[src/rtl/ccr_pkg.sv]
package ccr_pkg;
  typedef enum logic [2:0] {
    OPC_NONE  = 3'd0,
    OPC_ADD   = 3'd1,
    OPC_ADC   = 3'd2,
    OPC_SUB   = 3'd3,
    OPC_SBC   = 3'd4,
    OPC_LOGIC = 3'd5
  } opc_e;

  localparam int CCR_W = 8;
  localparam logic [2:0] CCR_PAD = 3'b111;
endpackage

[src/rtl/ccr_flag_unit.sv]
module ccr_flag_unit
  import ccr_pkg::*;
#(
  parameter int DATA_W = 8
) (
  input  logic              clk,
  input  logic              rst,
  input  logic              op_valid,
  input  logic [2:0]        op_class,
  input  logic [DATA_W-1:0] opnd_a,
  input  logic [DATA_W-1:0] opnd_b,
  input  logic [DATA_W-1:0] result,
  output logic              h_o,
  output logic              n_o,
  output logic              z_o,
  output logic              c_o
);
  localparam int HALF_W = DATA_W / 2;

  logic h_q, n_q, z_q, c_q;
  logic is_add, is_sub, upd_nz, use_cin;
  logic [DATA_W:0] sum_w, diff_w, cin_w;
  logic [HALF_W:0] half_w, hcin_w;

  always_comb begin
    is_add  = (op_class == OPC_ADD) || (op_class == OPC_ADC);
    is_sub  = (op_class == OPC_SUB) || (op_class == OPC_SBC);
    upd_nz  = is_add || is_sub || (op_class == OPC_LOGIC);
    use_cin = (op_class == OPC_ADC) || (op_class == OPC_SBC);
    cin_w   = {{DATA_W{1'b0}}, use_cin & c_q};
    hcin_w  = {{HALF_W{1'b0}}, use_cin & c_q};
    sum_w   = {1'b0, opnd_a} + {1'b0, opnd_b} + cin_w;
    diff_w  = {1'b0, opnd_a} - {1'b0, opnd_b} - cin_w;
    half_w  = {1'b0, opnd_a[HALF_W-1:0]} + {1'b0, opnd_b[HALF_W-1:0]} + hcin_w;
  end

  always_ff @(posedge clk) begin
    if (rst) begin
      h_q <= 1'b0;
      n_q <= 1'b0;
      z_q <= 1'b0;
      c_q <= 1'b0;
    end else if (op_valid && upd_nz) begin
      n_q <= result[DATA_W-1];
      z_q <= (result == '0);
      if (is_add) begin
        h_q <= half_w[HALF_W];
        c_q <= sum_w[DATA_W];
      end else if (is_sub) begin
        c_q <= diff_w[DATA_W];
      end
    end
  end

  assign h_o = h_q;
  assign n_o = n_q;
  assign z_o = z_q;
  assign c_o = c_q;

  // H changes only on add-type operations
  a_r2_h_add_only: assert property (@(posedge clk) disable iff (rst)
    !(op_valid && is_add) |=> $stable(h_q));
  // a zero result raises Z
  a_r4_zero_sets_z: assert property (@(posedge clk) disable iff (rst)
    (op_valid && upd_nz && result == '0) |=> z_q);
  // no strobe, no flag change
  a_r5_idle_hold: assert property (@(posedge clk) disable iff (rst)
    !op_valid |=> $stable({h_q, n_q, z_q, c_q}));
endmodule

[src/rtl/ccr_irq_arb.sv]
module ccr_irq_arb (
  input  logic clk,
  input  logic rst,
  input  logic hw_irq_req,
  input  logic swi_req,
  input  logic set_mask,
  input  logic clr_mask,
  output logic mask_o,
  output logic take_hw_o,
  output logic take_swi_o
);
  logic mask_q, pend_q, thw_q, tswi_q;
  logic take_hw_c, take_any_c;

  always_comb begin
    take_hw_c  = pend_q && !mask_q && !swi_req;
    take_any_c = take_hw_c || swi_req;
  end

  always_ff @(posedge clk) begin
    if (rst) begin
      mask_q <= 1'b1;
      pend_q <= 1'b0;
      thw_q  <= 1'b0;
      tswi_q <= 1'b0;
    end else begin
      pend_q <= (pend_q && !take_hw_c) || hw_irq_req;
      thw_q  <= take_hw_c;
      tswi_q <= swi_req;
      if (take_any_c || set_mask) mask_q <= 1'b1;
      else if (clr_mask)          mask_q <= 1'b0;
    end
  end

  assign mask_o     = mask_q;
  assign take_hw_o  = thw_q;
  assign take_swi_o = tswi_q;

  // software interrupt always taken next cycle
  a_r8_swi_taken: assert property (@(posedge clk) disable iff (rst)
    swi_req |=> take_swi_o);
  // hardware take only after an unmasked cycle
  a_r7_hw_unmasked: assert property (@(posedge clk) disable iff (rst)
    take_hw_o |-> !$past(mask_q));
  // masked request stays latched
  a_r7_pend_held: assert property (@(posedge clk) disable iff (rst)
    (pend_q && mask_q) |=> pend_q);
  // at most one take per cycle
  a_r9_single_take: assert property (@(posedge clk) disable iff (rst)
    $onehot0({take_hw_o, take_swi_o}));
  // a take leaves the mask set
  a_r10_take_masks: assert property (@(posedge clk) disable iff (rst)
    (take_hw_o || take_swi_o) |-> mask_o);
endmodule

[src/rtl/ccr_irq_gate.sv]
module ccr_irq_gate
  import ccr_pkg::*;
#(
  parameter int DATA_W = 8
) (
  input  logic              clk,
  input  logic              rst,
  input  logic              op_valid,
  input  logic [2:0]        op_class,
  input  logic [DATA_W-1:0] opnd_a,
  input  logic [DATA_W-1:0] opnd_b,
  input  logic [DATA_W-1:0] alu_result,
  input  logic              set_mask,
  input  logic              clr_mask,
  input  logic              hw_irq_req,
  input  logic              swi_req,
  output logic [CCR_W-1:0]  ccr_o,
  output logic              take_hw_o,
  output logic              take_swi_o
);
  logic h_w, n_w, z_w, c_w, i_w;

  ccr_flag_unit #(.DATA_W(DATA_W)) i_flags (
    .clk      (clk),
    .rst      (rst),
    .op_valid (op_valid),
    .op_class (op_class),
    .opnd_a   (opnd_a),
    .opnd_b   (opnd_b),
    .result   (alu_result),
    .h_o      (h_w),
    .n_o      (n_w),
    .z_o      (z_w),
    .c_o      (c_w)
  );

  ccr_irq_arb i_arb (
    .clk        (clk),
    .rst        (rst),
    .hw_irq_req (hw_irq_req),
    .swi_req    (swi_req),
    .set_mask   (set_mask),
    .clr_mask   (clr_mask),
    .mask_o     (i_w),
    .take_hw_o  (take_hw_o),
    .take_swi_o (take_swi_o)
  );

  // fixed packing of the register image
  assign ccr_o = {CCR_PAD, h_w, i_w, n_w, z_w, c_w};

  // set_mask wins and shows on bit 3
  a_r6_set_mask: assert property (@(posedge clk) disable iff (rst)
    set_mask |=> ccr_o[3]);
endmodule

[config.mk]
export PLATFORM = sky130hd
export DESIGN_NAME = ccr_irq_gate
export DESIGN_NICKNAME = d
export VERILOG_FILES = /design/src/rtl/ccr_pkg.sv /design/src/rtl/ccr_flag_unit.sv /design/src/rtl/ccr_irq_arb.sv /design/src/rtl/ccr_irq_gate.sv
export SDC_FILE = /design/constraint.sdc
export NUM_CORES = 1
export LEC_CHECK = 0
export ABC_CLOCK_PERIOD_IN_PS = 5000
export BUFFER_PORTS_ARGS = -buffer_cell sky130_fd_sc_hd__clkbuf_2
export CAP_MARGIN = 20
export CORE_MARGIN = 2
export CORE_UTILIZATION = 49
export DETAILED_ROUTE_END_ITERATION = 7
export PLACE_DENSITY = 0.83
export SLEW_MARGIN = 20
export SYNTH_ARGS = -nofsm -noshare
export SYNTH_HDL_FRONTEND = slang
export SYNTH_HIERARCHICAL = 1
export SYNTH_SLANG_ARGS = --single-unit
[constraint.sdc]
create_clock -name clk -period 5 [get_ports clk]
set_input_delay 1 -clock clk [delete_from_list [all_inputs] [get_ports clk]]
set_output_delay 1 -clock clk [all_outputs]
set_load 0.05 [all_outputs]
Word-level counts from Yosys, hierarchy flattened
Index checks and enable logic that the tools add are counted.

Add/subtract/negate cells: 6. Multiply operators: 0. Div/mod/pow operators: 0. $lt $le $gt $ge: 0. Equality and inequality tests: 5. Shift operators: 0. Multiplexer cells: 2. Bitwise operators: 1. Reductions and logical operators: 20.

Operators by type and width (number): adder 8 x 8 -> 9 bit (1); adder 9 x 1 -> 9 bit (1); subtractor 8 x 8 -> 9 bit (1); subtractor 9 x 1 -> 9 bit (1); zero test 8 bit (1); logical OR 1 bit (8); equality test 3 x 2 -> 1 bit, second input constant (2); equality test 3 bit, second input constant (2); adder 4 x 4 -> 5 bit (1); adder 5 x 1 -> 5 bit (1); logical AND 1 bit (4); AND reduction 2 bit (2); equality test 3 x 1 -> 1 bit, second input constant (1); zero test 1 bit (3); two-way mux 1 bit (2); nonzero test 2 bit (1); OR reduction 2 bit (1); bitwise AND 1 bit (1).

Register bits: 8. Bits in latches: 0. RAM bits: 0. Memory bits (read-only): 0. Input port bits: 34. Output and inout port bits: 10. Logic and storage cells: 42. Memories kept: 0.

Depth between registers and ports, before layout
Gate-level depths: netlist of run 1.

Word-level depth: 6. Depth in mapped cells: 10. Mapped depth without buffers: 10.

By module
Netlist of run 1, hierarchy kept.

By module, submodules not included: ccr_flag_unit (times used 1, cells an instance 87, area each 704.4 um^2, seq. area each 80.1 um^2); ccr_irq_arb (times used 1, cells an instance 13, area each 135.1 um^2, seq. area each 80.1 um^2); ccr_irq_gate (times used 1, cells an instance 9, area each 63.8 um^2, seq. area each 0.0 um^2).

Worst setup path before layout of run 1
No wires, ideal clock.

Path type: input to register. Start: input port op_class[2]. End: register i_flags.c_q, in the netlist i_flags/c_o. Library setup time: 0.096 ns. Arrival: 2.679 ns. Required time: 4.904 ns. Path slack: 2.226 ns. Stages: 10. Path buffers: 0. Cells stage by stage: xor2_1 -> nand3b_1 -> ha_1 -> a21o_1 -> ha_1 -> and2_0 -> o21ai_0 -> a31oi_1 -> mux2i_1 -> o41ai_2.

Longest elaborated chain between the ends: 6. Elaborated cells between the ends (all ways): 18. Classes of those cells: add/sub (2); eq/ne (5); mux (2); bitwise (1); reduce/logical (8).

RTL lines: from (decl) (RTL line ccr_irq_gate.sv:9) `input logic [2:0] op_class,`; equality test 3 x 2 -> 1 bit (tied with other cells) (RTL line ccr_flag_unit.sv:26, ccr_flag_unit.sv:29); logical OR 1 bit (on tied branches) (RTL line ccr_flag_unit.sv:29, ccr_flag_unit.sv:26, ccr_flag_unit.sv:27); bitwise AND 1 bit / logical OR 1 bit (equally long branches) (RTL line ccr_flag_unit.sv:30, ccr_flag_unit.sv:28); subtractor 9 x 1 -> 9 bit / logical OR 1 bit (equally long branches) (RTL line ccr_flag_unit.sv:33, ccr_flag_unit.sv:28); two-way mux 1 bit / logical AND 1 bit (equally long branches) (RTL line ccr_flag_unit.sv:49, ccr_flag_unit.sv:43); two-way mux 1 bit / AND reduction 2 bit (equally long branches); to (signal assigned) (RTL line ccr_flag_unit.sv:48) `c_q <= sum_w[DATA_W];`; to (signal assigned) (RTL line ccr_flag_unit.sv:50) `c_q <= diff_w[DATA_W];`; to (decl) (RTL line ccr_flag_unit.sv:20) `logic h_q, n_q, z_q, c_q;`.

Several ways; a longest one is shown, not always the timed one. The select of a mux whose other input is x is not followed. A chain may end at the register's enable or synchronous reset.

Worst setup path in the final report of run 1
Same ends and word-level chain as after synthesis.

==> metrics.txt, run 1 <==
# TYPE chip_impl_metric gauge
chip_impl_info{name="worst_r2r_startpoint",value="i_flags/c_o"} 1
chip_impl_metric{name="netlist_instances",unit=""} 109
chip_impl_metric{name="antenna_cells",unit=""} 0
chip_impl_metric{name="yosys_warnings",unit=""} 6
chip_impl_metric{name="p_clk_frac",unit=""} 0.242
chip_impl_metric{name="part_of_the_power_in_registers",unit=""} 0.343
chip_impl_metric{name="register_bit_count_reported_by_yosys",unit=""} 8
chip_impl_info{name="end_kind",value="flop"} 1
chip_impl_metric{name="synthesis.area_per_instance",unit="um^2"} 8.288
chip_impl_metric{name="cts_resized",unit=""} 0
chip_impl_info{name="critical_path_class",value="primary input to flop"} 1
chip_impl_metric{name="port_buffers",unit=""} 40
chip_impl_metric{name="p_per_cell_area",unit="nW/um^2"} 182.8
chip_impl_metric{name="detail_route.drc_violations",unit=""} 0
chip_impl_metric{name="core.rowCount",unit=""} 15
chip_impl_metric{name="grt_pass1_vias",unit=""} 730
chip_impl_metric{name="ir_worst_vdd",unit="mV"} 0.1454
chip_impl_metric{name="post_cts_buffers",unit=""} 0
chip_impl_metric{name="detail_route.wirelength",unit="um"} 1762
chip_impl_metric{name="firstDrtPassIters",unit=""} 4
chip_impl_metric{name="r2r.worst_path.cells",unit=""} 9
chip_impl_metric{name="place.gp.congestion",unit=""} 0.8057
chip_impl_info{name="worstPathCellList",value="clkbuf_2 > xor2_1 > nand3b_1 > ha_1 > a21o_1 > ha_1 > and2_0 > o21ai_0 > a31oi_1 > mux2i_1 > o41ai_2"} 1
chip_impl_metric{name="setup_viol_count_final",unit=""} 0
chip_impl_metric{name="share_of_final_layout_standard_cells_stronger_than_drive_strength_1",unit=""} 0.3356
chip_impl_metric{name="cts_hold_repair.buffers",unit=""} 0
chip_impl_metric{name="p_comb_frac",unit=""} 0.415
chip_impl_info{name="cpMostUsedCell",value="sky130_fd_sc_hd__ha_1"} 1
chip_impl_metric{name="largest_net_degree_at_the_start_of_global_routing",unit=""} 10
chip_impl_metric{name="clkTransAtPathRegs",unit="ns"} 0.06
chip_impl_metric{name="critical_path_required",unit="ns"} 5.16
chip_impl_metric{name="die_h",unit="um"} 46.94
chip_impl_metric{name="areaGrowthSynthToFinish",unit="%"} 22.30
chip_impl_metric{name="globalRoute.totalOverflow",unit=""} 0
chip_impl_metric{name="timing.critical_path.arrival",unit="ns"} 3.00
chip_impl_metric{name="fin_setup_tns",unit="ns"} 0
chip_impl_metric{name="internal_power",unit="W"} 0.0001299
chip_impl_info{name="r2r_endpoint",value="i_flags/c_o"} 1
chip_impl_metric{name="critPathBufInv",unit=""} 1
chip_impl_metric{name="core_area",unit="um^2"} 1727
chip_impl_metric{name="floorplan.die.width",unit="um"} 46.94
chip_impl_metric{name="critical_path_peak_fanout",unit=""} 6
chip_impl_info{name="root_buffer",value="sky130_fd_sc_hd__clkbuf_4"} 1
chip_impl_metric{name="synth_cell_types",unit=""} 34
chip_impl_metric{name="power.static_leakage",unit="nW"} 0.6144
chip_impl_info{name="timing.critical_path.slowest_stage_cell",value="sky130_fd_sc_hd__o41ai_2"} 1
chip_impl_metric{name="critical_path_depth",unit=""} 11
chip_impl_metric{name="antenna_violations_before_repair",unit=""} 0
chip_impl_metric{name="synth.yosys.seq_area_share",unit=""} 0.1773
chip_impl_metric{name="instances_no_fill",unit=""} 171
chip_impl_metric{name="route.detailed.wl_per_inst",unit="um"} 10.30
chip_impl_metric{name="place_inst",unit=""} 168
chip_impl_info{name="critPathTopFamily",value="compound AO/OA/AOI/OAI gates"} 1
chip_impl_metric{name="groute.usage.overall",unit=""} 0.1787
chip_impl_metric{name="finalNetCount",unit=""} 203
chip_impl_metric{name="power_switching_share",unit=""} 0.3569
chip_impl_metric{name="fmax",unit="MHz"} 351.9
chip_impl_info{name="worst_hold_path_type",value="flop to flop"} 1
chip_impl_metric{name="area_used_by_multi_input_combinational_logic",unit="um^2"} 619.3
chip_impl_metric{name="die_area",unit="um^2"} 2203
chip_impl_info{name="worst_hold_path.endpoint",value="i_flags/z_o"} 1
chip_impl_info{name="hp-start",value="i_flags/z_o"} 1
chip_impl_metric{name="r2r_slack",unit="ns"} 2.86
chip_impl_metric{name="cts_inserted_buffers",unit=""} 3
chip_impl_metric{name="clockBufferDepth",unit=""} 2
chip_impl_info{name="rsz_0062_raised_after_global_routing",value="no"} 1
chip_impl_metric{name="regArea",unit="um^2"} 160.2
chip_impl_metric{name="drt.antenna.violating_nets",unit=""} 0
chip_impl_metric{name="drv.max_cap_violation_count",unit=""} 0
chip_impl_metric{name="period_share",unit=""} 0.5683
chip_impl_metric{name="drtIter0Drc",unit=""} 18
chip_impl_metric{name="first_pass_grt_wire_length",unit="um"} 2842
chip_impl_metric{name="clock_insertion_delay_worst_skew",unit="ns"} 0.25
chip_impl_metric{name="final-hold-violation-count",unit=""} 0
chip_impl_metric{name="p_sw",unit="W"} 0.00007209
chip_impl_metric{name="detailed_route_vias_per_instance",unit=""} 4.877
chip_impl_info{name="clock_tree_from_tritoncts",value="yes"} 1
chip_impl_metric{name="start_util",unit=""} 0.5232
chip_impl_info{name="run_status",value="finished clean"} 1
chip_impl_metric{name="clock-sinks",unit=""} 8
chip_impl_info{name="critical_path_startpoint_category",value="primary input"} 1
chip_impl_metric{name="final.min_clock_period",unit="ns"} 2.841
chip_impl_metric{name="post-dp-hpwl",unit="um"} 1589
chip_impl_metric{name="num_vias",unit=""} 834
chip_impl_metric{name="finalClockSkew",unit="ns"} 0.0001265
chip_impl_metric{name="num_io_pins",unit=""} 44
chip_impl_metric{name="h-tree-depth",unit=""} 1
chip_impl_metric{name="synth_area",unit="um^2"} 903.4
chip_impl_metric{name="min_path_cells",unit=""} 2
chip_impl_metric{name="critical-path-max-stage-delay",unit="ns"} 0.31
chip_impl_metric{name="fill_cells",unit=""} 164
chip_impl_info{name="worst_setup_path_startpoint",value="op_class[2]"} 1
chip_impl_metric{name="maxSlewViolCount",unit=""} 0
## stage by stage
stage / instance area, um^2 / total power, W / hold slack, ns / setup WS [ns] / utilization
after global placement: 1082 / 0.0001514 / 0.4462 / 1.997 / 0.6268
final: 1105 / 0.0002020 / 0.4605 / 2.159 / 0.6399
after global routing: 1105 / 0.0002199 / 0.5006 / 2.040 / 0.6399
after floorplan: 910.9 / 0.0001299 / 0.4307 / 2.226 / -
after detailed placement: 1082 / 0.0001540 / 0.4625 / 1.895 / 0.6268
after CTS: 1105 / 0.0002044 / 0.4704 / 2.163 / 0.6399
## worst max-delay path by stage
stage / end / slack (ns)
final: i_flags/c_o / 2.16
after global routing: i_flags/c_o / 2.04
after floorplan: i_flags/c_o / 2.23
after global placement: i_flags/c_o / 2.00
after CTS: i_flags/c_o / 2.16
after detailed placement: i_flags/c_o / 1.90
## flip-flops by register name, summed over array words and instances, names as in the netlist
| register | count |
|---|---|
| i_flags/c_o | 1 |
| i_arb/take_swi_o | 1 |
| i_arb/take_hw_o | 1 |
| i_arb/pend_q | 1 |
| i_arb/mask_o | 1 |
| i_flags/n_o | 1 |
| i_flags/h_o | 1 |
| i_flags/z_o | 1 |
## layout make-up
| class | count | area share |
|---|---|---|
| repair buffers | 40 | 0.1812 |
| multi-input cells | 76 | 0.5606 |
| clock buffers | 3 | 0.02039 |
| inverters | 19 | 0.06455 |
| well taps | 25 | 0.02831 |
| flip-flops and latches | 8 | 0.1450 |
## power groups by stage
stage	Sequential [W]	Clock (W)	Combinational [W]
finish	0.0000692	0.0000489	0.0000839
CTS	0.0000691	0.0000511	0.0000841
global route	0.0000694	0.0000559	0.0000945
detailed placement	0.0000705	0	0.0000835
global placement	0.0000704	0	0.0000810
floorplan	0.0000717	0	0.0000583
## placed cells by master (no fill, tap or decap), types with 2 or more instances in the layout
cell,n
sky130_fd_sc_hd__a21oi_1,6
sky130_fd_sc_hd__clkbuf_2,40
sky130_fd_sc_hd__clkbuf_4,3
sky130_fd_sc_hd__conb_1,3
sky130_fd_sc_hd__dfxtp_1,8
sky130_fd_sc_hd__ha_1,21
sky130_fd_sc_hd__inv_1,19
sky130_fd_sc_hd__mux2i_1,2
sky130_fd_sc_hd__nand2_1,2
sky130_fd_sc_hd__nand2b_1,2
sky130_fd_sc_hd__nand3_1,3
sky130_fd_sc_hd__nand3b_1,3
sky130_fd_sc_hd__nor2_1,3
sky130_fd_sc_hd__nor3_1,4
sky130_fd_sc_hd__nor4_1,3
sky130_fd_sc_hd__o21ai_0,5
## worst min-delay path, stage by stage, from the launching register on
cell,delay [ns]
sky130_fd_sc_hd__dfxtp_1,0.31
sky130_fd_sc_hd__nand2_1,0.05
sky130_fd_sc_hd__a21oi_1,0.06
## layer usage
metal	vias up	wire length, um	global-route usage
met5	-	0	0
met4	0	0	0.05000
met3	0	89	0.03846
met2	26	926	0.3123
met1	362	747	0.2204
li1	446	-	-
## cell families after synthesis
| family | after synthesis | share of synthesized area |
|---|---|---|
| compound gates | 22 | 0.1676 |
| simple gates | 26 | 0.1731 |
| mux | 2 | 0.02216 |
| fa+ha+maj | 21 | 0.2909 |
| buf+inv | 27 | 0.1454 |
| other cells | 1 | 0.004151 |
| flops | 8 | 0.1773 |
| xor+xnor | 2 | 0.01939 |
## Yosys cell counts, drive strengths merged
library cell	count	area share
a21oi	7	0.043
or3	1	0.0083
mux2i	2	0.022
buf	8	0.066
nand2	2	0.0083
a21o	1	0.0083
o21ai	6	0.033
conb	1	0.0042
inv	19	0.079
nor2b	1	0.0069
dfxtp	8	0.18
xnor2	1	0.0097
nor2	3	0.012
o21ba	1	0.011
xor2	1	0.0097
or2	1	0.0069
nand3	3	0.017
a31oi	1	0.0069
o21a	1	0.0083
o2bb2ai	1	0.0097
o311ai	1	0.0097
nor4	3	0.021
ha	21	0.29
a221oi	1	0.0097
nand4b	1	0.0097
nand2b	3	0.029
a311oi	1	0.0097
nand3b	3	0.025
and2	1	0.0069
o41ai	1	0.018
nor3	4	0.022
(Power assumes the default switching activity.)
==> inputs of run 2 (changes only) <==
--- a/config.mk
+++ b/config.mk
@@ -5,13 +5,14 @@
 export SDC_FILE = /design/constraint.sdc
 export NUM_CORES = 1
 export LEC_CHECK = 0
-export ABC_CLOCK_PERIOD_IN_PS = 5000
+export ABC_AREA = 1
+export ABC_CLOCK_PERIOD_IN_PS = 2800
 export BUFFER_PORTS_ARGS = -buffer_cell sky130_fd_sc_hd__clkbuf_2
 export CAP_MARGIN = 20
 export CORE_MARGIN = 2
-export CORE_UTILIZATION = 49
+export CORE_UTILIZATION = 46
 export DETAILED_ROUTE_END_ITERATION = 7
-export PLACE_DENSITY = 0.83
+export PLACE_DENSITY = 0.79
 export SLEW_MARGIN = 20
 export SYNTH_ARGS = -nofsm -noshare
 export SYNTH_HDL_FRONTEND = slang
==> constraint.sdc (replaced) <==
create_clock -name clk -period 2.8 [get_ports clk]
set_input_delay 0.56 -clock clk [delete_from_list [all_inputs] [get_ports clk]]
set_output_delay 0.56 -clock clk [all_outputs]
set_load 0.05 [all_outputs]
==> run 2 against run 1 <==
Compared with the run above:
- synthesized area is 1.4% higher
- clock-buffer cell count stayed put
- non-clock buffer count stayed put
- synthesized cell count is 23% higher
- final area is 1.4% higher
- combinational power is 84% higher
- clock skew is 0.0039 ns higher
- via count is 11% higher
- sequential power is 79% higher
- routed wire length is 2.4% higher
- worst setup slack worse by 1.5 ns
- critical path type unchanged
==> metrics.txt, run 2 <==
# TYPE chip_impl_metric gauge
chip_impl_metric{name="synthesis.area_per_instance",unit="um^2"} 6.835
chip_impl_info{name="rsz_0062_raised_after_global_routing",value="no"} 1
chip_impl_info{name="run_status",value="finished clean"} 1
chip_impl_info{name="critical_path_startpoint_category",value="primary input"} 1
chip_impl_metric{name="firstDrtPassIters",unit=""} 4
chip_impl_metric{name="die_h",unit="um"} 48.62
chip_impl_metric{name="yosys_warnings",unit=""} 6
chip_impl_metric{name="clock-sinks",unit=""} 8
chip_impl_metric{name="fmax",unit="MHz"} 469.0
chip_impl_metric{name="synth_area",unit="um^2"} 915.9
chip_impl_metric{name="start_util",unit=""} 0.4766
chip_impl_metric{name="route.detailed.wl_per_inst",unit="um"} 9.116
chip_impl_info{name="end_kind",value="flop"} 1
chip_impl_metric{name="final.min_clock_period",unit="ns"} 2.132
chip_impl_info{name="worst_setup_path_startpoint",value="op_class[0]"} 1
chip_impl_metric{name="detail_route.wirelength",unit="um"} 1805
chip_impl_metric{name="finalClockSkew",unit="ns"} 0.004044
chip_impl_metric{name="fin_setup_tns",unit="ns"} 0
chip_impl_info{name="worst_r2r_startpoint",value="i_flags/c_o"} 1
chip_impl_info{name="worst_hold_path_type",value="flop to flop"} 1
chip_impl_metric{name="h-tree-depth",unit=""} 1
chip_impl_metric{name="post_cts_buffers",unit=""} 0
chip_impl_metric{name="num_io_pins",unit=""} 44
chip_impl_info{name="hp-start",value="i_arb/pend_q"} 1
chip_impl_metric{name="clockBufferDepth",unit=""} 2
chip_impl_info{name="synth.most_common_cell",value="sky130_fd_sc_hd__inv_1"} 1
chip_impl_metric{name="power.total",unit="W"} 0.0003619
chip_impl_metric{name="postSynth.asyncResetShare",unit=""} 0
chip_impl_metric{name="die_area",unit="um^2"} 2364
chip_impl_metric{name="port_buffers",unit=""} 40
chip_impl_metric{name="grt_pass1_vias",unit=""} 869
chip_impl_metric{name="groute.usage.overall",unit=""} 0.1709
chip_impl_metric{name="drv.max_cap_violation_count",unit=""} 0
chip_impl_info{name="most-common-layout-cells",value="sky130_fd_sc_hd__clkbuf_2 (40), sky130_fd_sc_hd__inv_1 (31), sky130_fd_sc_hd__ha_1 (21)"} 1
chip_impl_metric{name="cts_inserted_buffers",unit=""} 3
chip_impl_metric{name="netlist_instances",unit=""} 134
chip_impl_metric{name="core_area",unit="um^2"} 1922
chip_impl_metric{name="register_bit_count_reported_by_yosys",unit=""} 8
chip_impl_info{name="critical_path_class",value="primary input to flop"} 1
chip_impl_metric{name="timing.critical_path.arrival",unit="ns"} 2.27
chip_impl_info{name="root_buffer",value="sky130_fd_sc_hd__clkbuf_4"} 1
chip_impl_metric{name="num_vias",unit=""} 923
chip_impl_metric{name="critical_path_peak_fanout",unit=""} 4
chip_impl_metric{name="antenna_cells",unit=""} 0
chip_impl_metric{name="antenna_violations_before_repair",unit=""} 0
chip_impl_info{name="synth_top_cells_by_area",value="sky130_fd_sc_hd__ha_1 (29%), sky130_fd_sc_hd__dfxtp_1 (17%), sky130_fd_sc_hd__inv_1 (13%)"} 1
chip_impl_metric{name="period_share",unit=""} 0.7615
chip_impl_info{name="clock_tree_from_tritoncts",value="yes"} 1
chip_impl_metric{name="synth_cell_types",unit=""} 23
chip_impl_metric{name="share_of_final_layout_standard_cells_stronger_than_drive_strength_1",unit=""} 0.2690
chip_impl_metric{name="power.static_leakage",unit="nW"} 0.6968
chip_impl_metric{name="ir_worst_vdd",unit="mV"} 0.1317
chip_impl_metric{name="first_pass_grt_wire_length",unit="um"} 3174
chip_impl_metric{name="drt.antenna.violating_nets",unit=""} 0
chip_impl_metric{name="maxSlewViolCount",unit=""} 0
chip_impl_metric{name="largest_net_degree_at_the_start_of_global_routing",unit=""} 7
chip_impl_metric{name="post-dp-hpwl",unit="um"} 1668
chip_impl_metric{name="clock_insertion_delay_worst_skew",unit="ns"} 0.25
chip_impl_metric{name="finalNetCount",unit=""} 228
chip_impl_metric{name="synth_top_area_frac",unit=""} 0.2869
chip_impl_info{name="synth_commonest_cells",value="sky130_fd_sc_hd__inv_1 (31), sky130_fd_sc_hd__ha_1 (21), sky130_fd_sc_hd__nand2_1 (19)"} 1
chip_impl_metric{name="detail_route.drc_violations",unit=""} 0
chip_impl_metric{name="globalRoute.totalOverflow",unit=""} 0
chip_impl_metric{name="final-hold-violation-count",unit=""} 0
chip_impl_metric{name="setup_viol_count_final",unit=""} 0
chip_impl_metric{name="count_of_flip_flops_with_a_built_in_enable_after_synthesis",unit=""} 0
chip_impl_metric{name="clkTransAtPathRegs",unit="ns"} 0.05
chip_impl_info{name="yosys.area.top_type",value="sky130_fd_sc_hd__ha_1"} 1
chip_impl_metric{name="cts_hold_repair.buffers",unit=""} 0
chip_impl_metric{name="core.rowCount",unit=""} 16
chip_impl_info{name="ys.flop_type",value="sky130_fd_sc_hd__dfxtp_1"} 1
chip_impl_metric{name="p_per_cell_area",unit="nW/um^2"} 323.2
chip_impl_metric{name="cts_resized",unit=""} 0
chip_impl_metric{name="drtIter0Drc",unit=""} 5
chip_impl_metric{name="place.gp.congestion",unit=""} 0.7319
chip_impl_metric{name="floorplan.die.width",unit="um"} 48.62
chip_impl_metric{name="detailed_route_vias_per_instance",unit=""} 4.662
chip_impl_metric{name="critical_path_required",unit="ns"} 2.94
chip_impl_metric{name="synth.yosys.seq_area_share",unit=""} 0.1749
chip_impl_metric{name="areaGrowthSynthToFinish",unit="%"} 22.27
chip_impl_info{name="layout_commonest_cell",value="sky130_fd_sc_hd__clkbuf_2"} 1
==> run 2: changes by cell type after synthesis, moves of 2 or more <==
cell / before / now
sky130_fd_sc_hd__a21oi_1: 6 / 9
sky130_fd_sc_hd__inv_1: 19 / 31
sky130_fd_sc_hd__mux2i_1: 2 / 0
sky130_fd_sc_hd__nand2_1: 2 / 19
sky130_fd_sc_hd__nand2b_1: 2 / 0
sky130_fd_sc_hd__nand3b_1: 3 / 1
sky130_fd_sc_hd__nor2_1: 3 / 11
sky130_fd_sc_hd__o21ai_0: 5 / 7
==> run 2: metal layers <==
layer	vias up	global-route usage	wire length (um)
met5	-	0	0
met4	0	0.1048	25
met3	4	0.03395	101
met2	28	0.3402	999
met1	407	0.1543	679
li1	484	-	-
==> run 2: cells by family after synthesis <==
family / synth area share
AO/OA/AOI/OAI: 0.1325
adder cells (fa/ha/maj): 0.2869
buffers and inverters: 0.1967
flip-flops: 0.1749
other: 0.004094
AND/OR/NAND/NOR: 0.2049
==> run 2: where the power goes <==
group | internal, W | switching, W
registers | 0.000121 | 0.00000330
clock network | 0.0000488 | 0.0000354
logic | 0.0000587 | 0.0000950
total | 0.000228 | 0.000134
==> run 2: worst max-delay path: stages <==
cell and delay, ns:
sky130_fd_sc_hd__clkbuf_2 0.11, sky130_fd_sc_hd__nor2_1 0.15, sky130_fd_sc_hd__nand3_1 0.09, sky130_fd_sc_hd__ha_1 0.27, sky130_fd_sc_hd__a21o_1 0.15, sky130_fd_sc_hd__ha_1 0.26, sky130_fd_sc_hd__nand2_1 0.05, sky130_fd_sc_hd__a21boi_0 0.07
sky130_fd_sc_hd__o21ai_0 0.20, sky130_fd_sc_hd__nand2_1 0.08, sky130_fd_sc_hd__nand2_1 0.07, sky130_fd_sc_hd__nand3_1 0.06, sky130_fd_sc_hd__nand2_1 0.09, sky130_fd_sc_hd__a21oi_2 0.05
==> run 2: final timing paths <==
| check | endpoint | slack (ns) | depth (start not counted) |
|---|---|---|---|
| setup / recovery | i_flags/c_o | 0.67 | 14 |
| hold / removal | i_arb/pend_q | 0.47 | 2 |
| setup reg to reg | i_flags/c_o | 0.70 | 14 |
| hold reg to reg | i_arb/pend_q | 0.47 | 2 |
==> run 2: through the flow <==
step | hold slack, ns | util | setup slack [ns] | cell area (um^2) | std cells
floorplan | 0.4410 | - | 0.6798 | 923.4 | 136
global placement | 0.4576 | 0.5710 | 0.4976 | 1097 | 195
detailed placement | 0.4707 | 0.5710 | 0.4031 | 1097 | 195
CTS | 0.4796 | 0.5827 | 0.6745 | 1120 | 198
global route | 0.5061 | 0.5827 | 0.5248 | 1120 | 198
finish | 0.4722 | 0.5827 | 0.6679 | 1120 | 198
==> run 2: cell type report <==
cell class,instances,area (um^2)
Timing Repair Buffer,40,200.2
Multi-Input combinational cell,88,583.1
Tap cell,27,33.78
Fill cell,197,802.0
Inverter,32,120.1
Clock buffer,3,22.52
Sequential cell,8,160.2
==> inputs of run 3 (changes only) <==
--- a/config.mk
+++ b/config.mk
@@ -6,13 +6,13 @@
 export NUM_CORES = 1
 export LEC_CHECK = 0
 export ABC_AREA = 1
-export ABC_CLOCK_PERIOD_IN_PS = 2800
+export ABC_CLOCK_PERIOD_IN_PS = 1800
 export BUFFER_PORTS_ARGS = -buffer_cell sky130_fd_sc_hd__clkbuf_2
 export CAP_MARGIN = 20
 export CORE_MARGIN = 2
-export CORE_UTILIZATION = 46
+export CORE_UTILIZATION = 41
 export DETAILED_ROUTE_END_ITERATION = 7
-export PLACE_DENSITY = 0.79
+export PLACE_DENSITY = 0.74
 export SLEW_MARGIN = 20
 export SYNTH_ARGS = -nofsm -noshare
 export SYNTH_HDL_FRONTEND = slang
==> constraint.sdc (replaced) <==
create_clock -name clk -period 1.8 [get_ports clk]
set_input_delay 0.36 -clock clk [delete_from_list [all_inputs] [get_ports clk]]
set_output_delay 0.36 -clock clk [all_outputs]
set_load 0.05 [all_outputs]
==> run 3 against run 2 <==
Compared with the run above:
- the run now ends with setup timing left
- total power increased by 64%
- clock power increased by 53%
- die area rose by 11%
- largest cell class unchanged
- highest routed layer unchanged
- combinational power up 77%
- routed wire length grew 1.2%
- sequential cell count did not move
- first-iteration DRC count increased by 120%
- worst setup slack worse by 0.78 ns
- clock-buffer cell count unchanged
- critical endpoint unchanged
- worst hold slack got worse by 0.15 ns
==> metrics.txt, run 3 (same netlist as run 2, synthesis figures left out) <==
# TYPE chip_impl_metric gauge
chip_impl_metric{name="fin_hold_ws",unit="ns"} 0.3228
chip_impl_metric{name="r2r.worst_path.cells",unit=""} 14
chip_impl_metric{name="antenna_cells",unit=""} 0
chip_impl_metric{name="core_area",unit="um^2"} 2170
chip_impl_metric{name="place.gp.congestion",unit=""} 0.8070
chip_impl_metric{name="fmax",unit="MHz"} 523.1
chip_impl_metric{name="detail_route.drc_violations",unit=""} 0
chip_impl_info{name="root_buffer",value="sky130_fd_sc_hd__clkbuf_4"} 1
chip_impl_info{name="timing.critical_path.slowest_stage_cell",value="sky130_fd_sc_hd__dfxtp_2"} 1
chip_impl_metric{name="areaGrowthSynthToFinish",unit="%"} 34.70
chip_impl_metric{name="clkTransAtPathRegs",unit="ns"} 0.05
chip_impl_metric{name="fill_cells",unit=""} 229
chip_impl_info{name="worst_r2r_startpoint",value="i_flags/c_o"} 1
chip_impl_metric{name="fin_ws",unit="ns"} -0.1117
chip_impl_metric{name="cts_inserted_buffers",unit=""} 3
chip_impl_metric{name="post-dp-hpwl",unit="um"} 1600
chip_impl_metric{name="globalRoute.totalOverflow",unit=""} 0
chip_impl_info{name="end_kind",value="flop"} 1
chip_impl_metric{name="floorplan.die.width",unit="um"} 51.27
chip_impl_metric{name="drv.max_cap_violation_count",unit=""} 0
chip_impl_metric{name="p_per_cell_area",unit="nW/um^2"} 481.2
chip_impl_info{name="cpMostUsedCell",value="sky130_fd_sc_hd__nand2_1"} 1
chip_impl_metric{name="cts_hold_repair.buffers",unit=""} 0
chip_impl_metric{name="critical-path-max-stage-delay",unit="ns"} 0.33
chip_impl_info{name="r2r_endpoint",value="i_flags/c_o"} 1
chip_impl_metric{name="h-tree-depth",unit=""} 1
chip_impl_metric{name="power.total",unit="W"} 0.0005937
chip_impl_metric{name="maxSlewViolCount",unit=""} 0
chip_impl_metric{name="largest_net_degree_at_the_start_of_global_routing",unit=""} 7
chip_impl_metric{name="route.detailed.wl_per_inst",unit="um"} 8.821
chip_impl_metric{name="setup_viol_count_final",unit=""} 1
chip_impl_info{name="clock_tree_from_tritoncts",value="yes"} 1
chip_impl_metric{name="place_inst",unit=""} 203
chip_impl_info{name="critical_path_startpoint_category",value="flop"} 1
chip_impl_metric{name="clock_insertion_delay_worst_skew",unit="ns"} 0.24
chip_impl_metric{name="finalClockSkew",unit="ns"} 0.002989
chip_impl_metric{name="critical_path_peak_fanout",unit=""} 2
chip_impl_info{name="critical_path_class",value="flop to flop"} 1
chip_impl_metric{name="clockBufferDepth",unit=""} 2
chip_impl_metric{name="power.static_leakage",unit="nW"} 0.7397
chip_impl_metric{name="port_buffers",unit=""} 40
chip_impl_metric{name="grt_pass1_vias",unit=""} 920
chip_impl_metric{name="die_h",unit="um"} 51.27
chip_impl_info{name="worstPathCellList",value="inv_2 > nor2_4 > nand3_2 > ha_4 > a21o_1 > ha_4 > nand2_2 > a21boi_2 > o21ai_1 > nand2_1 > nand2_1 > nand3_1 > nand2_1 > a21oi_2"} 1
chip_impl_metric{name="ir_worst_vdd",unit="mV"} 0.3186
chip_impl_metric{name="detail_route.wirelength",unit="um"} 1826
chip_impl_metric{name="critical_path_required",unit="ns"} 1.98
chip_impl_info{name="worstSetupEndpoint",value="i_flags/c_o"} 1
chip_impl_info{name="worst_hold_path_type",value="primary input to flop"} 1
chip_impl_metric{name="instances_no_fill",unit=""} 207
chip_impl_metric{name="num_io_pins",unit=""} 44
chip_impl_metric{name="timing.critical_path.arrival",unit="ns"} 2.09
chip_impl_metric{name="die_area",unit="um^2"} 2628
chip_impl_metric{name="antenna_violations_before_repair",unit=""} 0
chip_impl_metric{name="firstDrtPassIters",unit=""} 4
chip_impl_metric{name="groute.usage.overall",unit=""} 0.1559
chip_impl_metric{name="detailed_route_vias_per_instance",unit=""} 4.473
chip_impl_metric{name="share_of_final_layout_standard_cells_stronger_than_drive_strength_1",unit=""} 0.3520
chip_impl_metric{name="clock-sinks",unit=""} 8
chip_impl_info{name="worst_setup_path_startpoint",value="i_flags/c_o"} 1
chip_impl_metric{name="start_util",unit=""} 0.4221
chip_impl_info{name="layout_commonest_cell",value="sky130_fd_sc_hd__clkbuf_2"} 1
chip_impl_metric{name="num_vias",unit=""} 926
chip_impl_info{name="run_status",value="finished with violations"} 1
chip_impl_info{name="failed_checks",value="setup timing"} 1
chip_impl_metric{name="final-hold-violation-count",unit=""} 0
chip_impl_metric{name="drt.antenna.violating_nets",unit=""} 0
chip_impl_metric{name="core.rowCount",unit=""} 17
chip_impl_metric{name="finalNetCount",unit=""} 236
chip_impl_metric{name="r2r_slack",unit="ns"} -0.11
chip_impl_metric{name="drtIter0Drc",unit=""} 11
chip_impl_metric{name="first_pass_grt_wire_length",unit="um"} 3305
chip_impl_metric{name="period_share",unit=""} 1.062
chip_impl_info{name="most-common-layout-cells",value="sky130_fd_sc_hd__clkbuf_2 (40), sky130_fd_sc_hd__inv_1 (30), sky130_fd_sc_hd__ha_1 (19)"} 1
chip_impl_metric{name="final.min_clock_period",unit="ns"} 1.912
chip_impl_info{name="rsz_0062_raised_after_global_routing",value="yes"} 1
## run 3: cell count changes in the layout (fill, tap and decap cells not counted), sizes merged
cell / delta
buf: +8
## run 3: repair_timing
| action | CTS | global route |
|---|---|---|
| pin swaps | 1 | 9 |
| endpoints found under the setup margin | 1 | 1 |
| gates resized for setup | 3 | 9 |
| endpoints found under the hold margin | 0 | 0 |
| setup buffers | 0 | 1 |
## run 3: cell type report
| cell class | instances | area [um^2] | area share |
|---|---|---|---|
| Multi-Input combinational cell | 88 | 634.4 | 0.5142 |
| Timing Repair Buffer | 48 | 260.3 | 0.2110 |
| Sequential cell | 8 | 161.4 | 0.1308 |
| Inverter | 32 | 120.1 | 0.09736 |
| Tap cell | 28 | 35.03 | 0.02840 |
| Clock buffer | 3 | 22.52 | 0.01826 |
## run 3: worst min-delay path by stage
stage / slack, ns / depth (start not counted) / end / from
floorplan: 0.43 / 1 / i_arb/pend_q / rst
global placement: 0.46 / 2 / i_arb/take_hw_o / i_arb/pend_q
detailed placement: 0.48 / 2 / i_arb/take_hw_o / i_arb/pend_q
CTS: 0.31 / 3 / i_arb/mask_o / set_mask
global route: 0.33 / 3 / i_arb/mask_o / set_mask
finish: 0.32 / 3 / i_arb/mask_o / set_mask
## run 3: worst max-delay path, delay by kind of cell (launching register included)
kind / cells / cell delay, ns
fa+ha+maj: 2 / 0.51
compound gates: 4 / 0.47
simple gates: 7 / 0.48
buf+inv: 1 / 0.04
flops: 1 / 0.33
## run 3: layer usage
| layer | GRT usage | vias up | share of wire |
|---|---|---|---|
| li1 | - | 502 | - |
| met1 | 0.1815 | 397 | 0.41 |
| met2 | 0.2944 | 25 | 0.54 |
| met3 | 0.01170 | 2 | 0.044 |
| met4 | 0.05702 | 0 | 0.0044 |
| met5 | 0 | - | 0 |
## run 3: metrics by stage
stage	util	setup WS (ns)	area [um^2]	setup TNS [ns]
after CTS	0.5427	-0.1047	1177	-0.1047
after global placement	0.5317	-0.2342	1154	-0.2342
after global routing	0.5686	-0.2693	1234	-0.2693
after floorplan	-	-0.06893	925.9	-0.06893
after detailed placement	0.5317	-0.2796	1154	-0.2796
final	0.5686	-0.1117	1234	-0.1117
## run 3: where the power goes
group	internal, W	switching (W)	total (W)
clock	0.0000758	0.0000530	0.000129
sequential	0.000188	0.00000513	0.000193
combinational	0.000115	0.000157	0.000272
